===== src/rtl/macRomLoader_pkg.sv =====
package macRomLoader_pkg;
  localparam int ADDR_W     = 7;
  localparam int DATA_W     = 8;
  localparam int CMD_W      = 1 + 2 + ADDR_W;
  localparam int FRAME_CLKS = CMD_W + DATA_W;
  localparam int MAC_BYTES  = 6;
  localparam int MAC_W      = MAC_BYTES * DATA_W;
  localparam logic [1:0] OP_READ = 2'b10;

  typedef struct packed {
    logic              loadCmd;
    logic              shiftOut;
    logic              sampleIn;
    logic              pushByte;
    logic              commit;
    logic [ADDR_W-1:0] addr;
  } strobe_t;

  typedef enum logic [1:0] {ST_IDLE, ST_GAP, ST_LOW, ST_HIGH} state_t;
endpackage


===== src/rtl/macRomLoader_dp.sv =====
module macRomLoader_dp
  import macRomLoader_pkg::*;
#(
  parameter logic [DATA_W-1:0] SIGNATURE = 8'hA5
) (
  input  logic             clk,
  input  logic             rstN,
  input  strobe_t          strobe,
  input  logic             eeDo,
  output logic             eeDi,
  output logic             sigMatch,
  output logic [MAC_W-1:0] stationAddr
);
  logic [CMD_W-1:0]  cmdSr;
  logic [DATA_W-1:0] rxSr;
  logic [MAC_W-1:0]  stage;
  logic [MAC_W-1:0]  nextStage;

  assign nextStage = {rxSr, stage[MAC_W-1:DATA_W]};

  always_ff @(posedge clk) begin
    if (!rstN) begin
      cmdSr       <= '0;
      rxSr        <= '0;
      stage       <= '0;
      stationAddr <= '0;
    end else begin
      if (strobe.loadCmd)
        cmdSr <= {1'b1, OP_READ, strobe.addr};
      else if (strobe.shiftOut)
        cmdSr <= {cmdSr[CMD_W-2:0], 1'b0};
      if (strobe.sampleIn)
        rxSr <= {rxSr[DATA_W-2:0], eeDo};
      if (strobe.pushByte)
        stage <= nextStage;
      if (strobe.commit)
        stationAddr <= nextStage;
    end
  end

  assign eeDi     = cmdSr[CMD_W-1];
  assign sigMatch = (rxSr == SIGNATURE);
endmodule


===== src/rtl/macRomLoader_ctrl.sv =====
module macRomLoader_ctrl
  import macRomLoader_pkg::*;
#(
  parameter int              HALF_PERIOD = 2,
  parameter int              OP_W        = 3,
  parameter logic [OP_W-1:0] RELOAD_OP   = 3'b111
) (
  input  logic            clk,
  input  logic            rstN,
  input  logic            cmdValid,
  input  logic [OP_W-1:0] cmdOp,
  input  logic            sigMatch,
  output strobe_t         strobe,
  output logic            eeCs,
  output logic            eeSck,
  output logic            busy,
  output logic            addrLoaded,
  output logic            loadDone,
  output logic            loadFail
);
  localparam int GAP_CYC = 2 * HALF_PERIOD;
  localparam int CNT_W   = $clog2(GAP_CYC) + 1;
  localparam int BIT_W   = $clog2(FRAME_CLKS) + 1;
  localparam int BYTE_W  = $clog2(MAC_BYTES + 1);

  state_t            state;
  logic [CNT_W-1:0]  cnt;
  logic [BIT_W-1:0]  bitIdx;
  logic [BYTE_W-1:0] byteIdx;
  logic gapEnd, halfEnd, lastBit, lastByte;

  assign gapEnd   = (cnt == CNT_W'(GAP_CYC - 1));
  assign halfEnd  = (cnt == CNT_W'(HALF_PERIOD - 1));
  assign lastBit  = (bitIdx == BIT_W'(FRAME_CLKS - 1));
  assign lastByte = (byteIdx == BYTE_W'(MAC_BYTES));

  always_comb begin
    strobe      = '0;
    strobe.addr = ADDR_W'(byteIdx);
    case (state)
      ST_GAP:  strobe.loadCmd  = gapEnd;
      ST_LOW:  strobe.sampleIn = halfEnd;
      ST_HIGH: begin
        strobe.shiftOut = halfEnd && !lastBit;
        strobe.pushByte = halfEnd && lastBit && (byteIdx != '0);
        strobe.commit   = halfEnd && lastBit && lastByte;
      end
      default: ;
    endcase
  end

  always_ff @(posedge clk) begin
    if (!rstN) begin
      state      <= ST_IDLE;
      cnt        <= '0;
      bitIdx     <= '0;
      byteIdx    <= '0;
      eeCs       <= 1'b0;
      eeSck      <= 1'b0;
      busy       <= 1'b0;
      addrLoaded <= 1'b0;
      loadDone   <= 1'b0;
      loadFail   <= 1'b0;
    end else begin
      case (state)
        ST_IDLE: if (cmdValid && cmdOp == RELOAD_OP) begin
          state    <= ST_GAP;
          cnt      <= '0;
          byteIdx  <= '0;
          busy     <= 1'b1;
          loadDone <= 1'b0;
          loadFail <= 1'b0;
        end
        ST_GAP: if (gapEnd) begin
          cnt    <= '0;
          bitIdx <= '0;
          eeCs   <= 1'b1;
          state  <= ST_LOW;
        end else cnt <= cnt + 1'b1;
        ST_LOW: if (halfEnd) begin
          cnt   <= '0;
          eeSck <= 1'b1;
          state <= ST_HIGH;
        end else cnt <= cnt + 1'b1;
        ST_HIGH: if (halfEnd) begin
          cnt   <= '0;
          eeSck <= 1'b0;
          if (lastBit) begin
            eeCs <= 1'b0;
            if (byteIdx == '0 && !sigMatch) begin
              state    <= ST_IDLE;
              busy     <= 1'b0;
              loadFail <= 1'b1;
            end else if (lastByte) begin
              state      <= ST_IDLE;
              busy       <= 1'b0;
              loadDone   <= 1'b1;
              addrLoaded <= 1'b1;
            end else begin
              byteIdx <= byteIdx + 1'b1;
              state   <= ST_GAP;
            end
          end else begin
            bitIdx <= bitIdx + 1'b1;
            state  <= ST_LOW;
          end
        end else cnt <= cnt + 1'b1;
        default: state <= ST_IDLE;
      endcase
    end
  end
endmodule


===== src/rtl/macRomLoader.sv =====
module macRomLoader
  import macRomLoader_pkg::*;
#(
  parameter int                HALF_PERIOD = 2,
  parameter logic [2:0]        RELOAD_OP   = 3'b111,
  parameter logic [DATA_W-1:0] SIGNATURE   = 8'hA5
) (
  input  logic             clk,
  input  logic             rstN,
  input  logic             cmdValid,
  input  logic [2:0]       cmdOp,
  output logic             busy,
  output logic             addrLoaded,
  output logic             loadDone,
  output logic             loadFail,
  output logic [MAC_W-1:0] stationAddr,
  output logic             eeCs,
  output logic             eeSck,
  output logic             eeDi,
  input  logic             eeDo
);
  strobe_t strobe;
  logic    sigMatch;

  macRomLoader_ctrl #(
    .HALF_PERIOD(HALF_PERIOD), .OP_W(3), .RELOAD_OP(RELOAD_OP)
  ) ctrl_i (
    .clk(clk), .rstN(rstN), .cmdValid(cmdValid), .cmdOp(cmdOp),
    .sigMatch(sigMatch), .strobe(strobe), .eeCs(eeCs), .eeSck(eeSck),
    .busy(busy), .addrLoaded(addrLoaded), .loadDone(loadDone),
    .loadFail(loadFail)
  );

  macRomLoader_dp #(.SIGNATURE(SIGNATURE)) dp_i (
    .clk(clk), .rstN(rstN), .strobe(strobe), .eeDo(eeDo),
    .eeDi(eeDi), .sigMatch(sigMatch), .stationAddr(stationAddr)
  );
endmodule


===== config.mk =====
export PLATFORM = sky130hd
export DESIGN_NAME = macRomLoader
export DESIGN_NICKNAME = d
export VERILOG_FILES = /design/src/rtl/macRomLoader_pkg.sv /design/src/rtl/macRomLoader_dp.sv /design/src/rtl/macRomLoader_ctrl.sv /design/src/rtl/macRomLoader.sv
export SDC_FILE = /design/constraint.sdc
export NUM_CORES = 1
export LEC_CHECK = 0
export CAP_MARGIN = 20
export CORE_MARGIN = 2
export CORE_UTILIZATION = 52
export CTS_BUF_LIST = sky130_fd_sc_hd__clkbuf_8
export DETAILED_ROUTE_END_ITERATION = 12
export PLACE_DENSITY = 0.77
export SLEW_MARGIN = 0
export SYNTH_ARGS = -nofsm -noshare
export SYNTH_HDL_FRONTEND = slang
export SYNTH_HIERARCHICAL = 1
export SYNTH_SLANG_ARGS = --single-unit

===== constraint.sdc =====
create_clock -name clk -period 2.1 [get_ports clk]
set_clock_uncertainty 0.15 [all_clocks]
set_input_delay 0.42 -clock clk [delete_from_list [all_inputs] [get_ports clk]]
set_output_delay 0.42 -clock clk [all_outputs]
set_load 0.05 [all_outputs]

### Yosys cells after proc, flatten, opt, wreduce, memory -nomap -nowiden

Index checks and enable logic that the tools add are counted.

* register bits after elaboration: 134
* bits of input ports: 7
* output and inout port bits: 55

* add/sub/neg operators: 3
* eq/ne operators: 20
* mux-type cells: 50
* bitwise operators: 2
* reduce and logical (&&, ||, !) cells: 26

Operators by type and width (number)
* $mux W1: 22
* $mux W3: 7
* $mux W10: 2
* $mux W6: 3
* $reduce_and A5 Y1: 3
* $mux W2: 7
* $ne A2 B1 Y1 const B: 7
* $pmux W6 S2: 1
* $reduce_and A4 Y1: 3
* $reduce_and A6 Y1: 2
* $pmux W1 S2: 5
* $pmux W3 S3: 1
* $eq A8 B8 Y1 const B: 1
* $pmux W2 S4: 1
* $reduce_bool A2 Y1: 4
* $add A3 B1 Y3 const B: 2
* $add A6 B1 Y6 const B: 1
* $eq A3 B3 Y1 const B: 2
* $eq A6 B5 Y1 const B: 1
* $logic_and A1 B1 Y1: 6
* $ne A2 B2 Y1 const B: 3
* $pmux W3 S2: 1
* $eq A2 B2 Y1 const B: 2
* $reduce_or A2 Y1: 2
* other kinds (10): 12

### Longest topological paths before layout

* depth after elaboration: 7
* mapped depth: 11
* depth with buffers taken out: 8

### Cells and area by module

Netlist, hierarchy kept.

Modules (own cells, without submodules)
* macRomLoader_dp: instances 1, cells an instance 353, area each 4150.2 µm², sequential area each 2122.0 µm²
* macRomLoader_ctrl: instances 1, cells an instance 138, area each 1144.8 µm², sequential area each 400.4 µm²

### Worst setup path after synthesis

No wires, ideal clock.

* kind: register to register
* start: reg ctrl_i.bitIdx[2]
* end: reg dp_i.stationAddr[13]
* arrival: 1.880 ns
* slack: -0.047 ns
* stages on the path, launching flop included: 10
* path buffers: 3
* clock period less this slack: 2.147 ns
* cell sequence: dfxtp_1 -> or3_4 -> nor3_4 -> nand3_1 -> nor2_1 -> buf_4 -> buf_8 -> buf_12 -> mux2i_1 -> nor2b_1

RTL lines
* from (decl): line macRomLoader_ctrl.sv:28 `logic [BIT_W-1:0] bitIdx;`
* from (signal assigned): line macRomLoader_ctrl.sv:104 `bitIdx <= bitIdx + 1'b1;`
* to (signal assigned): line macRomLoader_dp.sv:37 `stationAddr <= nextStage;`
* to (decl): line macRomLoader_dp.sv:12 `output logic [MAC_W-1:0] stationAddr`

==> results.cfg <==
[synth]
synth_compound_area_share_pct = 4.84
async_flop_share_pct = 0
avgSynthCellArea_um2 = 10.8
yosys.area_share.adder_pct = 2.13
synth_top_family_by_area = multiplexers
synth_area_um2 = 5300
ys_warn_count = 6
synth_seq_area_share_pct = 47.6
synthDominantCellAreaShare_pct = 47.6
synthTopCellsByArea = dfxtp_1 (48%), mux2i_1 (19%), nor2b_1 (10%), ha_1 (2.1%), mux2_2 (1.7%)
synth-seq-cells = 126
synth-xor-area-share_pct = 0.496
synth_most_common_cell = dfxtp_1
synthSimpleGateAreaFrac_pct = 19.3
synth_edf_count = 0
synth_largest_area_cell = dfxtp_1
netlist_instances = 491
yosys-mux-area-fraction_pct = 20.2
ys_types = 48
synthTopCellsByCount = dfxtp_1 (126), mux2i_1 (98), nor2b_1 (86), nor2_1 (16)
synth_ff_type = dfxtp_1

[setup_path]
cp_max_fo = 14
start_kind = flop
reg2reg_slack_ns = -0.09
ff2ff_path_depth = 7
crit_path_end_kind = flop
r2r_end = dp_i/stationAddr[9]
cp_data_arrival_time_ns = 2.35
required_ns = 2.26
rr_startpoint = ctrl_i/bitIdx[2]
crit_type = flop to flop

[placement]
io_buffers = 61
place.gp.congestion = 0.789
dp.cells = 680
detailedPlacementHpwl_mm = 7.24
place_ws_ns = -0.0661
dpl_cell_area_um2 = 6020

[cells_and_area]
fillers = 803
postLayoutCellArea_um2 = 6670
layout-drive-gt1-share_pct = 23.5
areaGrowthSynthToFinish_pct = 26.0
final_nets = 595
fin_cells = 725
multiInputGateArea_um2 = 2590
ff_latch_area_um2 = 2530
antenna_cells = 0

[pwr]
peakVddDrop_uv = 328
p_total_uw = 4450
p_per_area_nw_per_um2 = 667
leakagePower_uw = 0.00252

[timing]
slew_viol_final = 0
setup_viol = 37
tightest_slew_ns = 0.497
fin_ws_ns = -0.0926
period_share_pct = 104
finalHoldViolations = 0
fmaxAchievable_ghz = 0.456
period_needed_ns = 2.19
maxSlewHeadroom_pct = 66.5
rsz0062_at_grt = yes

[cts]
clkTransAtPathRegs_ns = 0.07
cts_buffer_depth = 2
root_buffer = clkbuf_8
clk_latency_ns = 0.43
h-tree-depth = 4
numCtsBuffers = 17
tritoncts = yes
cts_sinks = 126

[drt]
routed_wl_mm = 11.4
antenna_left = 0
vias = 3780
dr.pass1.iters = 5
via_per_inst = 5.21
post-route-drc-count = 0
drtIter0Drc = 179
wire_per_inst_um = 15.7

[outcome]
outcome = complete, but fails checks
violations = negative setup slack

[global_routing]
antenna_found_initial = 0
grt_pass1_wl_mm = 17.3
grt_overflow = 0
grt_max_degree = 108
grt.total_usage_pct = 19.6
grt_pass1_vias = 3554

[die]
start_util_pct = 53.9
die_h_um = 105
die_w_um = 105
core_area_um2 = 9820
die_area_um2 = 11000
num_rows = 36
ios = 62

[job]
maxCapViolations = 0

[hold_path]
hp-start = rstN
hp-class = input pin to flop
hold_path_end = ctrl_i/loadDone
min_path_cells = 2
==> cells in the final DEF (no fill, tap or decap), types with 4 or more instances in the layout <==
master | netlist | layout
mux2i_1 | 98 | 92
buf_12 | 2 | 8
dfxtp_2 | 0 | 5
and2b_1 | 10 | 10
clkinvlp_4 | 0 | 4
conb_1 | 1 | 4
nor2b_1 | 86 | 86
o211a_1 | 7 | 7
inv_1 | 9 | 8
clkbuf_8 | 0 | 19
nor3b_1 | 5 | 4
dlygate4sd2_1 | 0 | 26
a21oi_1 | 12 | 11
nand2b_1 | 8 | 7
mux2i_2 | 0 | 6
buf_4 | 11 | 53
clkdlybuf4s50_1 | 0 | 5
nor2_1 | 16 | 14
nand3_1 | 5 | 4
nor3_1 | 5 | 4
mux2_2 | 8 | 8
o21ai_0 | 5 | 5
nand2_1 | 10 | 10
dfxtp_1 | 126 | 121
ha_1 | 9 | 7
clkinv_2 | 0 | 4
==> cells by family (layout without fill, tap and decap cells) <==
| group | Yosys count | after routing |
|---|---|---|
| AND/OR/NAND/NOR | 164 | 164 |
| flip-flops | 126 | 126 |
| multiplexers | 106 | 106 |
| buffers and inverters | 44 | 142 |
| AO/OA/AOI/OAI | 38 | 38 |
| adder cells (fa/ha/maj) | 9 | 9 |
| XOR/XNOR | 3 | 3 |
| other | 1 | 4 |
==> area by class of cell <==
| cell class | count | share of cell area [%] |
|---|---|---|
| Clock buffer | 19 | 3.92 |
| Multi-Input combinational cell | 324 | 38.8 |
| Clock inverter | 13 | 1.73 |
| Inverter | 10 | 0.563 |
| Tap cell | 133 | 2.49 |
| Timing Repair Buffer | 100 | 14.6 |
| Sequential cell | 126 | 37.9 |
==> worst max path at each step <==
stage / to / slack (ns) / depth (start not counted) / from
4_1_cts: dp_i/stationAddr[29] / -0.05 / 9 / ctrl_i/cnt[1]
5_1_grt: dp_i/stationAddr[9] / -0.19 / 7 / ctrl_i/bitIdx[2]
2_1_floorplan: dp_i/stationAddr[13] / 0.02 / 9 / ctrl_i/bitIdx[2]
6_report: dp_i/stationAddr[9] / -0.09 / 7 / ctrl_i/bitIdx[2]
3_3_place_gp: dp_i/stationAddr[31] / 0.02 / 8 / ctrl_i/cnt[0]
3_5_place_dp: dp_i/stationAddr[29] / -0.07 / 8 / ctrl_i/cnt[0]
==> repair_timing <==
action / CTS / global route
setup buffers: 2 / 5
cloned: 1 / 5
hold buffers: 0 / 0
resized for setup: 30 / 27
pin swaps: 0 / 5
setup endpoints to repair: 96 / 96
==> power by group <==
part           switching, uW  internal (uW)  leakage, uW
combinational           57.3           50.3      0.00132
sequential              4.41           2390      0.00102
clock                    949            998     0.000184
==> worst max-delay path, stage by stage, from the launching register on <==
cell and delay [ns]:
dfxtp_2 0.32, or3_4 0.40, nor3_4 0.16, nand3_2 0.16, nor2_4 0.25, buf_12 0.20
mux2i_1 0.23, and2b_1 0.20
==> flip-flops by register name, indices dropped and copies added (netlist names) <==
| register | cells |
|---|---|
| ctrl_i/addrLoaded | 1 |
| ctrl_i/bitIdx | 6 |
| ctrl_i/busy | 1 |
| ctrl_i/byteIdx | 3 |
| ctrl_i/cnt | 3 |
| ctrl_i/eeCs | 1 |
| ctrl_i/eeSck | 1 |
| ctrl_i/loadDone | 1 |
| ctrl_i/loadFail | 1 |
| ctrl_i/state | 2 |
| dp_i/cmdSr | 10 |
| dp_i/rxSr | 8 |
| dp_i/stage | 40 |
| dp_i/stationAddr | 48 |
==> per-stage QoR <==
step	setup TNS [ns]	utilization, %	hold WS, ns
finish	-0.823	68.0	0.216
global route	-6.74	68.0	0.196
CTS	-1.46	65.4	0.182
detailed placement	-1.42	61.3	0.336
global placement	0	61.3	0.322
floorplan	0	-	0.308
==> layer usage <==
layer	wire (um)	track usage, %	vias up
met5	0	0	-
met4	33	6.38	0
met2	5930	32.8	94
met3	476	5.55	2
li1	-	-	1842
met1	4950	24.5	1842
Power figures use the tool's default switching activity.
